==> config.mk <==
export PLATFORM = sky130hd
export DESIGN_NAME = wr_strobe_seq
export DESIGN_NICKNAME = d
export VERILOG_FILES = /design/src/rtl/wsq_pkg.sv /design/src/rtl/wsq_ctrl.sv /design/src/rtl/wsq_store.sv /design/src/rtl/wsq_launch.sv /design/src/rtl/wr_strobe_seq.sv
export SDC_FILE = /design/constraint.sdc
export NUM_CORES = 1
export LEC_CHECK = 0
export BUFFER_PORTS_ARGS = -buffer_cell sky130_fd_sc_hd__buf_4
export CORE_UTILIZATION = 50
export DETAILED_ROUTE_END_ITERATION = 16
export HOLD_SLACK_MARGIN = 0.02
export PLACE_DENSITY = 0.74
export RECOVER_POWER = 100
export SYNTH_ARGS = -nofsm -noshare
export SYNTH_HDL_FRONTEND = slang
export SYNTH_SLANG_ARGS = --single-unit
==> constraint.sdc <==
create_clock -name clk_i -period 4.85 [get_ports clk_i]
set_clock_uncertainty 0.15 [all_clocks]
set_input_delay 0.7275 -clock clk_i [delete_from_list [all_inputs] [get_ports clk_i]]
set_output_delay 0.7275 -clock clk_i [all_outputs]
set_load 0.01 [all_outputs]
==> src/rtl/wsq_pkg.sv <==
package wsq_pkg;
  typedef enum logic [2:0] {
    ST_IDLE,
    ST_WAIT,
    ST_OE_ON,
    ST_PRE,
    ST_BURST,
    ST_POST
  } wsq_state_e;
endpackage

==> src/rtl/wsq_ctrl.sv <==
module wsq_ctrl #(
  parameter int BEATS = 8,
  parameter int LAT_W = 4,
  localparam int IDX_W = $clog2(BEATS)
) (
  input  logic                 clk_i,
  input  logic                 rst_ni,
  input  logic                 req_valid_i,
  input  logic [LAT_W-1:0]     wr_lat_i,
  output logic                 req_ready_o,
  output logic                 accept_o,
  output wsq_pkg::wsq_state_e  state_o,
  output logic [IDX_W-1:0]     beat_o,
  output logic                 pend_o
);
  import wsq_pkg::*;

  localparam logic [IDX_W-1:0] LAST = IDX_W'(BEATS - 1);
  localparam logic [IDX_W-1:0] CHAIN = IDX_W'(BEATS - 2);

  wsq_state_e       state_q;
  logic [LAT_W-1:0] cnt_q;
  logic [IDX_W-1:0] beat_q;
  logic             pend_q;

  // chaining window: second to last beat, zero latency, nothing queued
  assign req_ready_o = (state_q == ST_IDLE) ||
                       (state_q == ST_BURST && beat_q == CHAIN &&
                        wr_lat_i == '0 && !pend_q);
  assign accept_o = req_valid_i && req_ready_o;

  always_ff @(posedge clk_i or negedge rst_ni) begin
    if (!rst_ni) begin
      state_q <= ST_IDLE;
      cnt_q   <= '0;
      beat_q  <= '0;
      pend_q  <= 1'b0;
    end else begin
      case (state_q)
        ST_IDLE: begin
          if (accept_o) begin
            if (wr_lat_i == '0) begin
              state_q <= ST_OE_ON;
            end else begin
              state_q <= ST_WAIT;
              cnt_q   <= wr_lat_i - 1'b1;
            end
          end
        end
        ST_WAIT: begin
          if (cnt_q == '0) state_q <= ST_OE_ON;
          else cnt_q <= cnt_q - 1'b1;
        end
        ST_OE_ON: state_q <= ST_PRE;
        ST_PRE: begin
          state_q <= ST_BURST;
          beat_q  <= '0;
        end
        ST_BURST: begin
          if (accept_o) pend_q <= 1'b1;
          if (beat_q == LAST) begin
            beat_q <= '0;
            if (pend_q) pend_q <= 1'b0;
            else state_q <= ST_POST;
          end else begin
            beat_q <= beat_q + 1'b1;
          end
        end
        ST_POST: state_q <= ST_IDLE;
        default: state_q <= ST_IDLE;
      endcase
    end
  end

  assign state_o = state_q;
  assign beat_o  = beat_q;
  assign pend_o  = pend_q;
endmodule

==> src/rtl/wsq_store.sv <==
module wsq_store #(
  parameter int BEATS = 8,
  parameter int DQ_W  = 8,
  localparam int DATA_W = BEATS * DQ_W
) (
  input  logic              clk_i,
  input  logic              rst_ni,
  input  logic              load_i,
  input  logic [DATA_W-1:0] data_i,
  input  logic [BEATS-1:0]  mask_i,
  output logic [DATA_W-1:0] data_o,
  output logic [BEATS-1:0]  mask_o
);
  always_ff @(posedge clk_i or negedge rst_ni) begin
    if (!rst_ni) begin
      data_o <= '0;
      mask_o <= '0;
    end else if (load_i) begin
      data_o <= data_i;
      mask_o <= mask_i;
    end
  end
endmodule

==> src/rtl/wsq_launch.sv <==
module wsq_launch #(
  parameter int BEATS = 8,
  parameter int DQ_W  = 8,
  localparam int IDX_W  = $clog2(BEATS),
  localparam int DATA_W = BEATS * DQ_W
) (
  input  logic                clk_i,
  input  logic                rst_ni,
  input  wsq_pkg::wsq_state_e state_i,
  input  logic [IDX_W-1:0]    beat_i,
  input  logic                pend_i,
  input  logic [DATA_W-1:0]   data_i,
  input  logic [BEATS-1:0]    mask_i,
  output logic [DQ_W-1:0]     dq_o,
  output logic                dm_o,
  output logic                dq_oe_o
);
  import wsq_pkg::*;

  localparam logic [IDX_W-1:0] LAST = IDX_W'(BEATS - 1);

  logic [DQ_W-1:0] bytes [BEATS];
  logic            launch;
  logic [IDX_W-1:0] sel;

  for (genvar g = 0; g < BEATS; g++) begin : g_bytes
    assign bytes[g] = data_i[g*DQ_W +: DQ_W];
  end

  // falling edge ahead of each strobe transition carries the next beat
  always_comb begin
    launch = 1'b0;
    sel    = '0;
    if (state_i == ST_PRE) begin
      launch = 1'b1;
    end else if (state_i == ST_BURST) begin
      if (beat_i != LAST) begin
        launch = 1'b1;
        sel    = beat_i + 1'b1;
      end else begin
        launch = pend_i;
      end
    end
  end

  always_ff @(negedge clk_i or negedge rst_ni) begin
    if (!rst_ni) begin
      dq_o    <= '0;
      dm_o    <= 1'b0;
      dq_oe_o <= 1'b0;
    end else begin
      dq_oe_o <= launch;
      dq_o    <= launch ? bytes[sel] : '0;
      dm_o    <= launch && mask_i[sel];
    end
  end
endmodule

==> src/rtl/wr_strobe_seq.sv <==
module wr_strobe_seq #(
  parameter int BEATS = 8,
  parameter int DQ_W  = 8,
  parameter int LAT_W = 4,
  localparam int IDX_W  = $clog2(BEATS),
  localparam int DATA_W = BEATS * DQ_W
) (
  input  logic              clk_i,
  input  logic              rst_ni,
  input  logic              req_valid_i,
  output logic              req_ready_o,
  input  logic [DATA_W-1:0] req_data_i,
  input  logic [BEATS-1:0]  req_mask_i,
  input  logic [LAT_W-1:0]  wr_lat_i,
  output logic [DQ_W-1:0]   dq_o,
  output logic              dm_o,
  output logic              dq_oe_o,
  output logic              dqs_o,
  output logic              dqs_oe_o
);
  import wsq_pkg::*;

  wsq_state_e       state;
  logic [IDX_W-1:0] beat;
  logic             pend;
  logic             accept;
  logic [DATA_W-1:0] data_q;
  logic [BEATS-1:0]  mask_q;

  wsq_ctrl #(.BEATS(BEATS), .LAT_W(LAT_W)) u_ctrl (
    .clk_i       (clk_i),
    .rst_ni      (rst_ni),
    .req_valid_i (req_valid_i),
    .wr_lat_i    (wr_lat_i),
    .req_ready_o (req_ready_o),
    .accept_o    (accept),
    .state_o     (state),
    .beat_o      (beat),
    .pend_o      (pend)
  );

  wsq_store #(.BEATS(BEATS), .DQ_W(DQ_W)) u_store (
    .clk_i  (clk_i),
    .rst_ni (rst_ni),
    .load_i (accept),
    .data_i (req_data_i),
    .mask_i (req_mask_i),
    .data_o (data_q),
    .mask_o (mask_q)
  );

  wsq_launch #(.BEATS(BEATS), .DQ_W(DQ_W)) u_launch (
    .clk_i   (clk_i),
    .rst_ni  (rst_ni),
    .state_i (state),
    .beat_i  (beat),
    .pend_i  (pend),
    .data_i  (data_q),
    .mask_i  (mask_q),
    .dq_o    (dq_o),
    .dm_o    (dm_o),
    .dq_oe_o (dq_oe_o)
  );

  // strobe decoded straight from rising-edge state flops
  assign dqs_oe_o = (state == ST_OE_ON) || (state == ST_PRE) ||
                    (state == ST_BURST) || (state == ST_POST);
  assign dqs_o    = (state == ST_BURST) && !beat[0];
endmodule

==> results.yml, run 1 <==
layout:
  drive_gt1_frac: 0.437
  fillers: 709
  nets: 517
  register_area_mm2: 0.00233
  antenna_cells: 0
  multiInputGateArea_mm2: 0.00185
  area_delta_synth_final_pct: 20.4
power_and_ir_drop:
  power_mw: 2.98
  switching_share: 0.326
  power_leakage_nw: 2.34
  combPwrFrac: 0.365
  p_sw_mw: 0.973
  p_int_mw: 2.01
  power.share.clock: 0.170
  ir_worst_vdd_v: 0.000259
  powerDensity_mw_per_mm2: 569
  power_frac_seq: 0.464
sta:
  setup_viol: 0
  rsz0062_at_grt: "no"
  maxSlewViolCount: 77
  worst_pin_slew_ps: 2160
  tns_ps: 0
  slew_headroom: -0.443
  finalHoldViolCount: 0
clock_tree:
  clk_path_buf_depth: 2
  clock-sinks: 93
  cts-buffers-inserted: 9
  cts.htree.levels: 3
  cts_tree: "done"
  ctsResizeCount: 0
  hold_buffers: 0
  clk_pin_slew_worst_paths_ps: 90
  postCtsSetupBuffers: 0
  clk_latency_ps: 360
  cts-root-buf: "clkbuf_8"
floorplan:
  die_h_um: 95.3
  floorplan.initialDensity: 0.522
  die-area_mm2: 0.00909
  core_area_mm2: 0.00834
  io_pins: 92
  die_x_um: 95.3
  rows: 33
route:
  dr.pass1.iters: 4
  via_per_inst: 5.80
  ant_nets: 0
  drt_wl_total_um: 9620
  drc: 0
  num_vias: 3154
  dr.first_iter.drc_count: 183
  wire_per_inst_um: 17.7
logic_synthesis:
  synth_common_cells: "dfrtp_1 (83), mux2_2 (75), o21ai_0 (16)"
  synth_warnings: 0
  synth_top_cell_by_area: "dfrtp_1"
  synth_most_common_cell: "dfrtp_1"
  ys_seq_area_frac: 0.534
  ys_types: 43
  netlist.area_leader.share: 0.477
  synth_edf_count: 0
  async_reset_ff_frac: 1.00
  postSynthCellCount: 342
  syn_nets: 425
  syn_area_per_cell_um2: 12.7
  synthTopCellsByArea: "dfrtp_1 (48%), mux2_2 (19%), dfrtn_1 (5.7%), o21ai_0 (1.8%), a221oi_1 (1.8%)"
  netlist_area_mm2: 0.00436
  synth_ff_type: "dfrtp_1"
  synth_seq_cells: 93
worst_hold_path:
  min_path_type: "flip-flop to flip-flop"
critical_path:
  crit_path_end_kind: "flip-flop"
  cp-start-kind: "flip-flop"
  cp.arrival_ps: 2270
  worstPathMaxFanout: 10
  required_ps: 2440
  path_class: "flip-flop to flip-flop"
  rrSetupSlack_ps: 170
placed_design:
  portBuffers: 91
  gp_congestion: 0.919
  post-dp-hpwl_um: 7200
status:
  status: "complete, but fails checks"
  violations: "max-capacitance violations, max-slew violations"
global_routing:
  grt_max_degree: 44
  grt.total_usage: 0.231
  grt_pass1_wl_um: 15600
  grt_pass1_vias: 3121
  grt-ovfl-total: 0
  antenna_found_initial: 0
run:
  maxCapViolations: 2
==> through the flow <==
step	util	cells	instance area (um2)	worst slack, ps	hold slack (ps)
2_1_floorplan	-	342	4360	170	282
3_3_place_gp	0.616	528	5130	240	325
3_5_place_dp	0.616	528	5130	207	330
4_1_cts	0.639	544	5330	173	87.1
5_1_grt	0.629	544	5240	65.7	371
6_report	0.629	544	5240	167	349
==> per-layer routing <==
metal | wire length (um) | global-route usage | part of all wire | vias to the layer above
met5 | 0 | 0 | 0 | -
met4 | 121 | 0.0758 | 0.013 | 0
met3 | 442 | 0.0415 | 0.046 | 12
met2 | 4740 | 0.361 | 0.49 | 89
met1 | 4320 | 0.326 | 0.45 | 1580
li1 | - | - | - | 1473
==> cell type report <==
class                   count  area share
clock buffers              10      0.0243
clock inverters             6      0.0122
inverters                   4     0.00286
multi-input cells         220       0.353
flip-flops and latches     93       0.444
well taps                 105      0.0251
repair buffers            106       0.139
==> flip-flops by register name, summed over array words and instances (netlist names) <==
signal            count
u_store.mask_o        8
u_ctrl.cnt_q          4
u_launch.dq_oe_o      1
u_launch.dm_o         1
u_store.data_o       64
u_launch.dq_o         8
u_ctrl.state_o        3
u_ctrl.beat_o         3
u_ctrl.pend_o         1
==> power by group through the flow <==
stage                     logic [mW]  registers, mW  clock network [mW]
after CTS                       1.12           1.38               0.519
after detailed placement        1.12           1.40                   0
after global routing            1.21           1.43               0.545
after floorplan                0.875           1.30                   0
after global placement          1.07           1.40                   0
final                           1.09           1.38               0.508
==> worst max-delay path, stage by stage, from the launching register on <==
cell and delay [ps]:
dfrtp_1 390, ha_1 200, ha_1 360, buf_4 200, nand2_1 240, a211oi_1 420
o31ai_1 110
==> cell families after synthesis <==
| kind of cell | share of synthesized area |
|---|---|
| flops | 0.534 |
| mux | 0.198 |
| compound gates | 0.127 |
| simple gates | 0.0890 |
| buf+inv | 0.0379 |
| fa+ha+maj | 0.0115 |
| xor+xnor | 0.00201 |
==> cell usage in the layout, fill, tap and decap left out, types with 2 or more instances in the layout <==
master / netlist / final
a221oi_1: 9 / 9
nand2_1: 15 / 15
mux2_2: 75 / 74
o22ai_1: 3 / 3
clkinvlp_4: 0 / 2
dfrtn_1: 10 / 10
and2_1: 9 / 8
clkbuf_8: 0 / 9
nor4_1: 8 / 9
a31o_2: 2 / 2
ha_1: 4 / 4
o21a_1: 4 / 4
inv_1: 4 / 4
o221ai_1: 9 / 9
or3b_2: 9 / 9
mux2i_1: 2 / 2
nor2_1: 6 / 6
a31oi_1: 7 / 7
nor3b_1: 2 / 2
buf_4: 1 / 88
o21ai_0: 16 / 16
a211oi_1: 10 / 10
clkinv_2: 0 / 2
nand3b_1: 3 / 3
a21oi_1: 2 / 2
clkbuf_1: 15 / 18
dfrtp_1: 83 / 83
o31ai_1: 9 / 9
==> path summary, 6_finish.rpt <==
path	startpoint	to	cells after the start
worst max register to register	u_ctrl.beat_o[0]$_DFFE_PN0P_	u_launch.dq_o[0]$_DFF_NN0_	6
min in group asynchronous	rst_ni	u_ctrl.cnt_q[0]$_DFFE_PN0P_	1
worst min register to register	u_ctrl.cnt_q[3]$_DFFE_PN0P_	u_ctrl.cnt_q[3]$_DFFE_PN0P_	1
worst max-delay path	u_ctrl.beat_o[0]$_DFFE_PN0P_	u_launch.dq_o[0]$_DFF_NN0_	6
max in group asynchronous	rst_ni	u_launch.dq_o[5]$_DFF_NN0_	1
worst min-delay path	u_ctrl.cnt_q[3]$_DFFE_PN0P_	u_ctrl.cnt_q[3]$_DFFE_PN0P_	1
No activity file was read; power rests on OpenSTA's default activity.
==> inputs of run 2 (changes only) <==
--- a/config.mk
+++ b/config.mk
@@ -7,6 +7,7 @@
 export LEC_CHECK = 0
 export BUFFER_PORTS_ARGS = -buffer_cell sky130_fd_sc_hd__buf_4
 export CORE_UTILIZATION = 50
+export CTS_BUF_LIST = sky130_fd_sc_hd__clkbuf_4 sky130_fd_sc_hd__clkbuf_8 sky130_fd_sc_hd__clkbuf_16
 export DETAILED_ROUTE_END_ITERATION = 16
 export HOLD_SLACK_MARGIN = 0.02
 export PLACE_DENSITY = 0.74
==> results.yml, run 2 (synthesis results as in run 1) <==
power_and_ir_drop:
  powerDensity_mw_per_mm2: 569
  ir_worst_vdd_v: 0.000259
  power_leakage_nw: 2.34
critical_path:
  cp.arrival_ps: 2440
  crit_path_top_delay_cell: "or3b_2"
  max_stage_delay_ps: 570
  rrSetupSlack_ps: 170
  required_ps: 2610
  path_delay_family: "simple AND/OR/NAND/NOR gates"
  worst-path-buf-inv: 2
  r2r_end: "u_launch.dq_o[5]$_DFF_NN0_"
  worstPathMaxFanout: 13
  r2r_start: "u_ctrl.state_o[0]$_DFFE_PN0P_"
  path_class: "flip-flop to flip-flop"
  cp-start-kind: "flip-flop"
  crit_chain: "or3b_2 -> clkbuf_1 -> o31ai_2 -> buf_4 -> o221ai_1 -> o31ai_1"
  crit_path_end_kind: "flip-flop"
  r2r_cells: 6
floorplan:
  floorplan.initialDensity: 0.522
  die-area_mm2: 0.00909
  die_x_um: 95.3
  io_pins: 92
  die_h_um: 95.3
  core_area_mm2: 0.00834
  rows: 33
sta:
  finalHoldViolCount: 0
  rsz0062_at_grt: "no"
  tns_ps: 0
  maxSlewViolCount: 77
  setup_ws_ps: 166
  slew_headroom: -0.426
  setup_viol: 0
  worst_pin_slew_ps: 2140
route:
  drc: 0
  met3_length_um: 412
  highest_layer: "met4"
  drt_wl_total_um: 9620
  dr.pass1.iters: 4
  ant_nets: 0
  wl_met2_um: 4690
  num_vias: 3143
  via_per_inst: 5.78
  wl_met1_um: 4380
  wire_per_inst_um: 17.7
  dr.first_iter.drc_count: 187
placed_design:
  portBuffers: 91
  place_area_mm2: 0.00513
  post-dp-hpwl_um: 7200
  post-place-ws_ps: 207
  gp_congestion: 0.919
layout:
  nets: 517
  largest_reg_flops: 64
  drive_gt1_frac: 0.440
  final_common_cell: "buf_4"
  fin_area_mm2: 0.00525
  layout_common_cells: "buf_4 (88), dfrtp_1 (83), mux2_2 (74)"
  largestRegisters: "u_store.data_o x64, u_launch.dq_o x8, u_store.mask_o x8"
  area_delta_synth_final_pct: 20.4
  antenna_cells: 0
  largest-register: "u_store.data_o"
clock_tree:
  postCtsSetupBuffers: 0
  ctsResizeCount: 0
  cts-root-buf: "clkbuf_8"
  clk_latency_ps: 350
  cts_tree: "done"
  clk_path_buf_depth: 2
  clock-sinks: 93
  cts-buffers-inserted: 9
  hold_buffers: 0
  clk_pin_slew_worst_paths_ps: 90
  cts.htree.levels: 3
worst_hold_path:
  worstHoldPathCells: 1
  min_path_type: "flip-flop to flip-flop"
  holdCritStartpoint: "u_ctrl.cnt_q[3]$_DFFE_PN0P_"
  hold-path-endpoint: "u_ctrl.cnt_q[3]$_DFFE_PN0P_"
global_routing:
  grt_pass1_wl_um: 15600
  antenna_found_initial: 0
  grt_max_degree: 44
  grt_pass1_vias: 3123
  grt.total_usage: 0.231
  grt-ovfl-total: 0
status:
  violations: "max-capacitance violations, max-slew violations"
  status: "complete, but fails checks"
run:
  maxCapViolations: 2
run 2: layer usage:
| metal | vias to the layer above | GRT usage |
|---|---|---|
| met5 | - | 0 |
| met4 | 0 | 0.0758 |
| met3 | 13 | 0.0415 |
| met2 | 81 | 0.361 |
| met1 | 1575 | 0.325 |
| li1 | 1474 | - |
run 2: cell type report:
| cell class | count | area, um2 |
|---|---|---|
| fillers | 707 | 3090 |
| flip-flops and latches | 93 | 2330 |
| multi-input cells | 220 | 1850 |
| repair buffers | 106 | 729 |
| clock buffers | 10 | 131 |
| well taps | 105 | 131 |
| clock inverters | 6 | 63.8 |
| inverters | 4 | 15.0 |
run 2: worst register-to-register path: stages, from the launching register on:
cell,delay [ps]
dfrtp_1,510
or3b_2,570
clkbuf_1,290
o31ai_2,240
buf_4,200
o221ai_1,170
o31ai_1,120
run 2: worst max-delay path by stage:
stage                                              from                    endpoint  slack (ps)  cells after the start
after floorplan            u_ctrl.beat_o[0]$_DFFE_PN0P_  u_launch.dq_o[0]$_DFF_NN0_         170                      7
after global placement     u_ctrl.beat_o[1]$_DFFE_PN0P_  u_launch.dq_o[0]$_DFF_NN0_         240                      6
after detailed placement   u_ctrl.beat_o[1]$_DFFE_PN0P_  u_launch.dq_o[0]$_DFF_NN0_         210                      6
after CTS                  u_ctrl.beat_o[0]$_DFFE_PN0P_  u_launch.dq_o[0]$_DFF_NN0_         170                      6
after global routing      u_ctrl.state_o[0]$_DFFE_PN0P_  u_launch.dq_o[7]$_DFF_NN0_          70                      6
final                     u_ctrl.state_o[0]$_DFFE_PN0P_  u_launch.dq_o[5]$_DFF_NN0_         170                      6
run 2: metrics by stage:
step | instances | hold slack (ps) | util | power (mW)
2_1_floorplan | 342 | 282 | - | 2.17
3_3_place_gp | 528 | 325 | 0.616 | 2.46
3_5_place_dp | 528 | 330 | 0.616 | 2.52
4_1_cts | 544 | 87.1 | 0.639 | 3.03
5_1_grt | 544 | 371 | 0.629 | 3.18
6_report | 544 | 348 | 0.629 | 2.99
run 2: power by group:
group	leakage (nW)	total (mW)	internal [mW]	switching, mW
registers	1.13	1.38	1.15	0.237
clock network	0.0961	0.513	0.244	0.269
logic	1.12	1.09	0.622	0.468
